==> config.mk <==
export PLATFORM = sky130hd
export DESIGN_NAME = pos_cmp_unit
export DESIGN_NICKNAME = d
export VERILOG_FILES = /design/src/rtl/pcu_pkg.sv /design/src/rtl/pcu_match_det.sv /design/src/rtl/pcu_cmp_regs.sv /design/src/rtl/pcu_sticky_flag.sv /design/src/rtl/pcu_stretch.sv /design/src/rtl/pos_cmp_unit.sv
export SDC_FILE = /design/constraint.sdc
export NUM_CORES = 1
export LEC_CHECK = 0
export ABC_AREA = 1
export BUFFER_PORTS_ARGS = -buffer_cell sky130_fd_sc_hd__buf_2
export CAP_MARGIN = 40
export CORE_UTILIZATION = 55
export CTS_CLUSTER_SIZE = 30
export DETAILED_ROUTE_END_ITERATION = 10
export PLACE_DENSITY_LB_ADDON = 0.25
export SLEW_MARGIN = 20
export SYNTH_ARGS = -nofsm -noshare
export SYNTH_HDL_FRONTEND = slang
export SYNTH_HIERARCHICAL = 1
export SYNTH_SLANG_ARGS = --single-unit
==> constraint.sdc <==
create_clock -name clk -period 3.88 [get_ports clk]
set_input_delay 0.388 -clock clk [delete_from_list [all_inputs] [get_ports clk]]
set_output_delay 0.388 -clock clk [all_outputs]
set_load 0.02 [all_outputs]
==> src/rtl/pcu_pkg.sv <==
package pcu_pkg;
  typedef enum logic {
    LOAD_ON_MATCH = 1'b0,
    LOAD_ON_ZERO  = 1'b1
  } load_evt_e;

  localparam int unsigned NUM_FLAGS = 2;
  localparam int unsigned FLAG_MATCH = 0;
  localparam int unsigned FLAG_READY = 1;
endpackage

==> src/rtl/pcu_match_det.sv <==
module pcu_match_det #(
  parameter int unsigned CNT_W = 32
) (
  input  logic             clk,
  input  logic             rst_ni,
  input  logic [CNT_W-1:0] pos_cnt,
  input  logic [CNT_W-1:0] cmp_val,
  output logic             hit,
  output logic             hit_q
);
  logic [CNT_W-1:0] prev_q, prev_d;
  logic             hit_d;

  always_comb begin
    hit    = (pos_cnt == cmp_val) && (prev_q != cmp_val);
    hit_d  = hit;
    prev_d = pos_cnt;
  end

  always_ff @(posedge clk or negedge rst_ni) begin
    if (!rst_ni) begin
      prev_q <= '0;
      hit_q  <= 1'b0;
    end else begin
      prev_q <= prev_d;
      hit_q  <= hit_d;
    end
  end

  AST_EVT_ON_EQUAL: assert property (@(posedge clk) disable iff (!rst_ni)
    hit_q |-> $past(pos_cnt == cmp_val));
endmodule

==> src/rtl/pcu_cmp_regs.sv <==
module pcu_cmp_regs #(
  parameter int unsigned CNT_W = 32
) (
  input  logic             clk,
  input  logic             rst_ni,
  input  logic             shadow_en,
  input  logic             wr_en,
  input  logic [CNT_W-1:0] wr_data,
  input  logic             load,
  output logic [CNT_W-1:0] active_q,
  output logic [CNT_W-1:0] shadow_q
);
  logic [CNT_W-1:0] active_d, shadow_d;
  logic             active_en, shadow_en_wr;

  always_comb begin
    shadow_en_wr = wr_en && shadow_en;
    active_en    = load || (wr_en && !shadow_en);
    shadow_d     = wr_data;
    active_d     = load ? shadow_q : wr_data;
  end

  always_ff @(posedge clk or negedge rst_ni) begin
    if (!rst_ni) begin
      active_q <= '0;
      shadow_q <= '0;
    end else begin
      if (active_en)    active_q <= active_d;
      if (shadow_en_wr) shadow_q <= shadow_d;
    end
  end

  AST_DIRECT_WRITE: assert property (@(posedge clk) disable iff (!rst_ni)
    (!shadow_en && wr_en) |=> active_q == $past(wr_data));
  AST_SHADOW_HOLD: assert property (@(posedge clk) disable iff (!rst_ni)
    (shadow_en && !load) |=> $stable(active_q));
  AST_LOAD_COPY: assert property (@(posedge clk) disable iff (!rst_ni)
    load |=> active_q == $past(shadow_q));
endmodule

==> src/rtl/pcu_sticky_flag.sv <==
module pcu_sticky_flag (
  input  logic clk,
  input  logic rst_ni,
  input  logic set,
  input  logic clr,
  output logic flag_q
);
  logic flag_d;

  always_comb begin
    if (set)      flag_d = 1'b1;
    else if (clr) flag_d = 1'b0;
    else          flag_d = flag_q;
  end

  always_ff @(posedge clk or negedge rst_ni) begin
    if (!rst_ni) flag_q <= 1'b0;
    else         flag_q <= flag_d;
  end

  AST_SET_WINS: assert property (@(posedge clk) disable iff (!rst_ni)
    set |=> flag_q);
  AST_CLEAR: assert property (@(posedge clk) disable iff (!rst_ni)
    (clr && !set) |=> !flag_q);
endmodule

==> src/rtl/pcu_stretch.sv <==
module pcu_stretch #(
  parameter int unsigned PW_W = 12
) (
  input  logic            clk,
  input  logic            rst_ni,
  input  logic            start,
  input  logic [PW_W-1:0] width,
  output logic            active_q
);
  logic [PW_W-1:0] cnt_q, cnt_d;
  logic            active_d;

  always_comb begin
    cnt_d    = cnt_q;
    active_d = active_q;
    if (start) begin
      cnt_d    = width;
      active_d = 1'b1;
    end else if (active_q) begin
      if (cnt_q == '0) active_d = 1'b0;
      else             cnt_d    = cnt_q - 1'b1;
    end
  end

  always_ff @(posedge clk or negedge rst_ni) begin
    if (!rst_ni) begin
      cnt_q    <= '0;
      active_q <= 1'b0;
    end else begin
      cnt_q    <= cnt_d;
      active_q <= active_d;
    end
  end

  AST_PULSE_START: assert property (@(posedge clk) disable iff (!rst_ni)
    start |=> (active_q && cnt_q == $past(width)));
  AST_PULSE_END: assert property (@(posedge clk) disable iff (!rst_ni)
    (active_q && cnt_q == '0 && !start) |=> !active_q);
endmodule

==> src/rtl/pos_cmp_unit.sv <==
module pos_cmp_unit #(
  parameter int unsigned CNT_W = 32,
  parameter int unsigned PW_W  = 12
) (
  input  logic             clk,
  input  logic             rst_n,
  input  logic [CNT_W-1:0] pos_cnt,
  input  logic             cnt_zero,
  input  logic             wr_cmp,
  input  logic [CNT_W-1:0] wr_data,
  input  logic             shadow_en,
  input  logic             load_sel,
  input  logic             sync_pol,
  input  logic [PW_W-1:0]  pulse_width,
  input  logic             clr_match,
  input  logic             clr_ready,
  output logic             sync_out,
  output logic             match_evt,
  output logic             match_flag,
  output logic             ready_flag,
  output logic [CNT_W-1:0] cmp_value
);
  import pcu_pkg::*;

  logic [1:0]           rst_sync_q;
  logic                 rst_ni;
  logic                 hit, load, pulse_act;
  logic [CNT_W-1:0]     shadow_val;
  load_evt_e            load_evt;
  logic [NUM_FLAGS-1:0] flag_set, flag_clr, flag_q;

  always_ff @(posedge clk or negedge rst_n) begin
    if (!rst_n) rst_sync_q <= 2'b00;
    else        rst_sync_q <= {rst_sync_q[0], 1'b1};
  end
  assign rst_ni = rst_sync_q[1];

  pcu_match_det #(.CNT_W(CNT_W)) u_match (
    .clk(clk), .rst_ni(rst_ni), .pos_cnt(pos_cnt), .cmp_val(cmp_value),
    .hit(hit), .hit_q(match_evt)
  );

  always_comb begin
    load_evt = load_evt_e'(load_sel);
    load     = shadow_en && ((load_evt == LOAD_ON_ZERO) ? cnt_zero : hit);
  end

  pcu_cmp_regs #(.CNT_W(CNT_W)) u_regs (
    .clk(clk), .rst_ni(rst_ni), .shadow_en(shadow_en), .wr_en(wr_cmp),
    .wr_data(wr_data), .load(load), .active_q(cmp_value), .shadow_q(shadow_val)
  );

  always_comb begin
    flag_set             = '0;
    flag_clr             = '0;
    flag_set[FLAG_MATCH] = hit;
    flag_set[FLAG_READY] = load;
    flag_clr[FLAG_MATCH] = clr_match;
    flag_clr[FLAG_READY] = clr_ready;
  end

  for (genvar g = 0; g < NUM_FLAGS; g++) begin : g_flag
    pcu_sticky_flag u_flag (
      .clk(clk), .rst_ni(rst_ni), .set(flag_set[g]), .clr(flag_clr[g]),
      .flag_q(flag_q[g])
    );
  end

  assign match_flag = flag_q[FLAG_MATCH];
  assign ready_flag = flag_q[FLAG_READY];

  pcu_stretch #(.PW_W(PW_W)) u_stretch (
    .clk(clk), .rst_ni(rst_ni), .start(hit), .width(pulse_width),
    .active_q(pulse_act)
  );

  assign sync_out = sync_pol ? pulse_act : !pulse_act;

  AST_EVT_RAISES_FLAG: assert property (@(posedge clk) disable iff (!rst_ni)
    match_evt |-> match_flag);
  AST_EVT_STARTS_PULSE: assert property (@(posedge clk) disable iff (!rst_ni)
    match_evt |-> (sync_out == sync_pol));
  AST_LOAD_READY: assert property (@(posedge clk) disable iff (!rst_ni)
    load |=> ready_flag);
  AST_ZERO_LOAD: assert property (@(posedge clk) disable iff (!rst_ni)
    (shadow_en && load_sel && cnt_zero) |=> cmp_value == $past(shadow_val));
endmodule

**Word level (Yosys, flattened, before mapping)**

Cells that the tools add are included.

- Flip-flop bits (word level): 114
- Latch bits: 0
- Output and inout bits: 36
- ROM bits: 0
- RAM bits: 0
- Input bits: 85
- Memories: 0
- Word-level logic and storage cells: 38

- Reductions and logical operators: 12
- Shift-type cells: 0
- Divide/modulo/power cells: 0
- Multiply operators: 0
- Bitwise operators: 0
- Add/sub/neg operators: 1
- Muxes and demuxes: 13
- Eq/ne operators: 3
- Order comparisons: 0

Operator list:

| cell | number |
|---|---|
| $mux 12 | 3 |
| $eq 32x32->1 | 1 |
| $mux 32 | 1 |
| $ne 32x32->1 | 1 |
| $logic_not 12->1 | 1 |
| $sub 12x1->12 const B | 1 |
| $mux 1 | 9 |
| $reduce_bool 2->1 | 3 |
| $logic_and 1x1->1 | 4 |
| $logic_not 1->1 | 2 |
| $ne 2x2->1 const B | 1 |
| $reduce_and 2->1 | 1 |
| $logic_or 1x1->1 | 1 |

**Logic depth before layout (Yosys ltp)**

- Word-level depth: 5
- Mapped depth: 19
- Gate-level depth less buffers: 16

**Modules after synthesis**

Netlist, hierarchy kept.

By module, submodules not included:

| module | instances | cells each | sequential area each (um^2) | area each (um^2) |
|---|---|---|---|---|
| pcu_cmp_regs | 1 | 385 | 1,601.5 | 2,972.9 |
| pcu_match_det | 1 | 287 | 825.8 | 1,929.4 |
| pcu_stretch | 1 | 136 | 325.3 | 880.8 |
| pos_cmp_unit | 1 | 9 | 50.0 | 83.8 |
| pcu_sticky_flag | 2 | 5 | 25.0 | 40.0 |

**Worst setup path after synthesis**

Ideal clock, no wire load.

- Kind: register -> register
- From: register u_regs.active_q[19]
- To: register u_regs.active_q[22]
- Required time: 3.763 ns
- Library setup time: 0.117 ns
- Buffers on the path: 3
- Stages on the path, launching flop included: 20
- Data arrival time: 2.101 ns
- Clock period less this slack: 2.218 ns
- Slack: 1.662 ns
- Path through: dfrtp_1 -> inv_1 -> nand2_1 -> nand2_1 -> nand2_1 -> nor2_1 -> nand2_1 -> nor2_1 -> nand2_1 -> nor2_1 -> nor2_1 -> nor2_2 -> buf_6 -> inv_2 -> buf_6 -> buf_6 -> nand2_1 -> nand2_1 -> nand2_1 -> nand2_1

- Cells in the longest elaborated chain, start to end: 5
- Elaborated cells on any way between the ends: 7
- Classes of those cells: eq/ne (2); mux (2); reduce/logical (3)

Ends and longest elaborated chain:

| what | RTL line | text |
|---|---|---|
| from (decl) | pcu_cmp_regs.sv:10 | `output logic [CNT_W-1:0] active_q,` |
| from (signal assigned) | pcu_cmp_regs.sv:28 | `if (active_en) active_q <= active_d;` |
| $eq 32x32->1 / $ne 32x32->1 (equally long branches) | pcu_match_det.sv:15 | `hit = (pos_cnt == cmp_val) && (prev_q != cmp_val);` |
| $logic_and 1x1->1 * | pcu_match_det.sv:15 |  |
| net hit | pos_cmp_unit.sv:27 | `logic hit, load, pulse_act;` |
| $mux 1 * | pos_cmp_unit.sv:45 | `load = shadow_en && ((load_evt == LOAD_ON_ZERO) ? cnt_zero : hit);` |
| $logic_and 1x1->1 * | pos_cmp_unit.sv:45 |  |
| net load | pos_cmp_unit.sv:27 |  |
| $mux 32 / $logic_or 1x1->1 (equally long branches) | pcu_cmp_regs.sv:20, pcu_cmp_regs.sv:18 |  |

Mark *: on every way through the listed nets, which the timed path passes. The rest lies on a longest branch.
A chain may end at the register's enable or synchronous reset.

**Final worst setup path**

- From: input pos_cnt[2]
- To: register u_regs.active_q[7]

- Cells in the longest elaborated chain, start to end: 5
- Elaborated cells on any way between the ends: 6
- Classes of those cells: eq/ne (1); mux (2); reduce/logical (3)

Ends and longest elaborated chain:

| what | RTL line | text |
|---|---|---|
| from (decl) | pos_cmp_unit.sv:7 | `input logic [CNT_W-1:0] pos_cnt,` |
| $eq 32x32->1 * | pcu_match_det.sv:15 |  |
| $logic_and 1x1->1 * | pcu_match_det.sv:15 |  |
| net hit | pos_cmp_unit.sv:27 |  |
| $mux 1 * | pos_cmp_unit.sv:45 |  |
| $logic_and 1x1->1 * | pos_cmp_unit.sv:45 |  |
| net load | pos_cmp_unit.sv:27 |  |
| $mux 32 / $logic_or 1x1->1 (equally long branches) | pcu_cmp_regs.sv:20, pcu_cmp_regs.sv:18 |  |

Marks and branches as above.

==> results_tabular.tex <==
\begin{tabular}{lr}
\hline
Metric & Value \\
\hline
\multicolumn{2}{l}{\textbf{Synth}} \\
\quad Fraction of registers with async set or reset after synthesis & 100.0\% \\
\quad Number of warning messages in the yosys log & 6 \\
\quad Area fraction in compound gates after synthesis & 0.6522\% \\
\quad Mapped Cells & 827 \\
\quad Syn Std Cell Area & 5947 um\^{}2 \\
\quad Library cell with the largest summed area after synthesis & dfrtp\_1 \\
\quad Share of synthesized cell area in and, or, nand and nor gates & 37.51\% \\
\quad Biggest area contributors in the synthesized netlist & dfrtp\_1 48\%, nand2\_1 26\%, nand3\_1 6.5\% \\
\quad Number of nets in the synthesized netlist & slightly above 900 \\
\quad Count of unique library cells instantiated by Yosys & 25 \\
\quad Fraction of the yosys area taken by sequential cells & a little under half \\
\quad Flip-flop and latch count after synthesis & 114 \\
\quad Main combinational cell family by area after synthesis & simple AND/OR/NAND/NOR gates \\
\quad Most common flop cell mapped by yosys & dfrtp\_1 \\
\quad Fraction of the mapped netlist area in adder cells & 0.4208\% \\
\quad Xor/xnor share of the synthesized area & 5.007\% \\
\quad Share of cell area taken by muxes after synthesis & 0\% \\
\quad Synth Area per Inst & 7.191 um\^{}2 \\
\quad Synth top area share & 47.97\% \\
\quad EDFF count, synth & 0 \\
\multicolumn{2}{l}{\textbf{Power}} \\
\quad Switching Power & 968.2 uW \\
\quad Sequential share of power & a little over two fifths \\
\quad Largest voltage drop on the vdd net & 0.2641 mV \\
\quad Areal power density over the cells & 462.7 nW/um\^{}2 \\
\quad Internal power & 2.447 mW \\
\quad Fraction of power consumed by the clock network & approximately two fifths \\
\quad Power share of the combinational group & 16.9\% \\
\quad Cell leakage power & 4.236 nW \\
\quad Final Total Pwr & 3.415 mW \\
\quad Switching share of total power & 28.35\% \\
\multicolumn{2}{l}{\textbf{Timing}} \\
\quad Final number of setup-violating endpoints & 0 \\
\quad Setup total negative slack & 0 ns \\
\quad Max-slew headroom at the worst pin & 53.03\% \\
\quad Final critical-path share of the clock period & between 70\% and 80\% \\
\quad Actual slew at the worst max-slew pin & 0.7021 ns \\
\quad Max Transition Viols Final & 0 \\
\quad Clock Skews & just under 0.009 ns \\
\quad Crit path time final & between 2 and 3 ns \\
\quad RSZ-0062 raised after global routing & no \\
\quad Endpoints failing hold & 0 \\
\quad Peak clock frequency supported by timing & around 330 MHz \\
\multicolumn{2}{l}{\textbf{Route}} \\
\quad First DRT Iteration DRCs & $\sim$340 \\
\quad Routed length per instance & 12.83 um \\
\quad Total number of vias & around 5500 \\
\quad Number of optimization iterations in the first detailed-route pass & 7 \\
\quad Post-detailed-route DRC marker count & 0 \\
\quad Wirelength, routed & 14290 um \\
\quad Antenna-violating nets left & 0 \\
\quad Via/cell ratio & 4.927 \\
\multicolumn{2}{l}{\textbf{Clock tree}} \\
\quad Post-CTS setup-driven buffer insertion count & 0 \\
\quad Number of buffers inserted during clock tree synthesis & 17 \\
\quad Clk Tree Root Cell & clkbuf\_8 \\
\quad Later-pin clock latency in the skew report & 0.51 ns \\
\quad Clock tree sinks & 114 \\
\quad Level count of the clock H-tree & 4 \\
\quad Resize count post-CTS & 0 \\
\quad CTS tree & built \\
\quad Clock buffer depth & 2 \\
\quad Clock transition at the registers of the reported paths & about 0.06 ns \\
\multicolumn{2}{l}{\textbf{Setup path}} \\
\quad Register-to-Register Setup Slack & 0.99 ns \\
\quad Kind of end point of the critical path & register \\
\quad R2R Path Start & u\_regs/active\_q[17] \\
\quad Critical path data required time & 4.32 ns \\
\quad Arrival time of the worst setup path & 3.43 ns \\
\quad Length in cells of the worst reg-to-reg path & 18 \\
\quad Worst setup path category & in2reg \\
\quad Biggest fanout along the worst timing path & 32 \\
\quad Terminus of the critical flop-to-flop path & u\_regs/active\_q[15] \\
\quad Startpoint Class & primary input \\
\multicolumn{2}{l}{\textbf{Global route}} \\
\quad Global route overflow & 0 \\
\quad Most heavily used metal layer in global routing & met2 \\
\quad GRT Util Overall & 27.25\% \\
\quad Number of global-route vias before repair & approximately 5100 \\
\quad Met1 Usage GRT & 36.24\% \\
\quad Maximum number of pins on one net before global-route repair & 54 \\
\quad Initial antenna violation count & 0 \\
\quad Wire length of the first global-routing pass & 24050 um \\
\quad Grt met2 use & 44.91\% \\
\quad GRT met3 Usage & 5.457\% \\
\multicolumn{2}{l}{\textbf{Layout}} \\
\quad Fill count & 878 \\
\quad Top library cells by usage in the layout, fill and taps aside & 418 x nand2\_1, 120 x buf\_2, 113 x dfrtp\_1 \\
\quad Number of nets in the finished design & $\sim$1100 \\
\quad Area growth from synthesis to final layout & 24.09\% \\
\quad Antenna fix cells & 0 \\
\quad Most common cell after layout, fill and taps aside & nand2\_1 \\
\quad Ratio of cells with drive above 1 in the final layout & 16.87\% \\
\multicolumn{2}{l}{\textbf{Worst hold path}} \\
\quad Type of the worst min-delay path & in2reg \\
\quad HP Start & pos\_cnt[31] \\
\quad Hold Path Sink & u\_match/prev\_q[31] \\
\quad Hold depth & 1 \\
\multicolumn{2}{l}{\textbf{Status}} \\
\quad Run status & finished, final reports clean \\
\multicolumn{2}{l}{\textbf{Floorplan}} \\
\quad Standard-cell row count & 37 \\
\quad Horizontal die dimension & about 110 um \\
\quad Core outline area & 10420 um\^{}2 \\
\quad Starting density of the core & 57.09\% \\
\quad Area of the die & 11230 um\^{}2 \\
\quad Height of the die & $\sim$110 um \\
\quad IO Pins & 121 \\
\multicolumn{2}{l}{\textbf{Placement}} \\
\quad Detailed Place HPWL & between 9000 and 10000 um \\
\quad GP Congestion & 0.8571 \\
\quad I/O Buffers & 120 \\
\multicolumn{2}{l}{\textbf{Run}} \\
\quad Max Cap Viol & 0 \\
\hline
\end{tabular}
worst max-delay path by stage:
| stage | from | to | slack, ns | cells after the start |
|---|---|---|---|---|
| after floorplan | rst_sync_q[1] | g_flag[0].u_flag/flag_q | 0.47 | 0 |
| after global placement | pos_cnt[16] | u_regs/active_q[22] | 1.13 | 15 |
| after detailed placement | pos_cnt[16] | u_regs/active_q[7] | 1.06 | 15 |
| after CTS | u_regs/active_q[17] | u_regs/active_q[15] | 1.03 | 18 |
| after global routing | pos_cnt[2] | u_regs/active_q[13] | 0.71 | 16 |
| final | pos_cnt[2] | u_regs/active_q[7] | 0.89 | 16 |
sequential cells by signal, indices dropped and copies added, names as in the netlist:
name,count
u_regs/shadow_q,32
u_stretch/active_q,1
u_match/prev_q,32
u_stretch/cnt_q,12
g_flag.u_flag/flag_q,2
u_match/hit_q,1
rst_sync_q,2
u_regs/active_q,32
critical path, cell delays in order:
cell           delay [ns]
dlygate4sd3_1        0.54
buf_2                0.13
xnor2_1              0.21
nand2_1              0.10
nor2_1               0.20
nand2_1              0.08
nor2_1               0.10
nand2_1              0.05
nor2_1               0.14
buf_4                0.25
nor2_1               0.08
nor2_2               0.14
inv_2                0.19
nand2_2              0.56
nand2_1              0.13
nand2_1              0.10
area by class of cell:
class / count / area, um^2 / share of cell area, %
clock inverter: 8 / 90.09 / 1.221
sequential: 114 / 2856 / 38.71
clock buffer: 21 / 439.2 / 5.951
timing repair buffer: 152 / 930.9 / 12.61
tap: 136 / 170.2 / 2.306
inverter: 79 / 296.5 / 4.018
multi-input combinational: 604 / 2596 / 35.18
repair_timing:
item                                    in CTS  in global routing
hold buffers                                23                  2
endpoints found under the hold margin       24                  2
endpoints found under the setup margin       0                  0
cell families after synthesis:
group / Yosys count
buffers and inverters: 109
adders and majority gates: 2
DFF: 114
xor gates and xnor gates: 34
other: 1
and+or+nand+nor: 560
AOI/OAI and AO/OA: 7
per-layer routing:
metal	vias to the layer above	routed length (um)
met4	0	259
met5	-	0
li1	2772	-
met1	2509	6260
met3	22	994
met2	186	6776
synthesized netlist by cell type (3+ instances only):
master / n
nand2_1: 418
dfrtp_1: 114
nand3_1: 77
inv_1: 76
nor2_1: 54
xnor2_1: 24
buf_2: 14
xor2_1: 10
buf_4: 7
buf_6: 6
nand2_2: 4
clkbuf_1: 3
inv_2: 3
per-stage QoR:
stage | hold slack, ns | worst slack [ns] | cells | area [um^2] | utilization [%]
6_report | 0.01708 | 0.8903 | 1114 | 7380 | 70.85
5_1_grt | 0.001272 | 0.7121 | 1114 | 7380 | 70.85
3_5_place_dp | 0.1751 | 1.056 | 1060 | 6600 | 63.36
4_1_cts | 0.0003702 | 1.031 | 1112 | 7360 | 70.65
3_3_place_gp | 0.1742 | 1.129 | 1058 | 6558 | 62.96
2_1_floorplan | 0.09241 | 0.4690 | 827 | 5947 | -
power by group through the flow:
stage | combinational (mW) | clock, mW | sequential (mW)
floorplan | 0.309 | 0 | 1.49
global placement | 0.528 | 0 | 1.45
detailed placement | 0.552 | 0 | 1.44
CTS | 0.574 | 1.44 | 1.42
global route | 0.651 | 1.50 | 1.44
finish | 0.579 | 1.42 | 1.42
No activity file was read; power rests on OpenSTA's default activity.
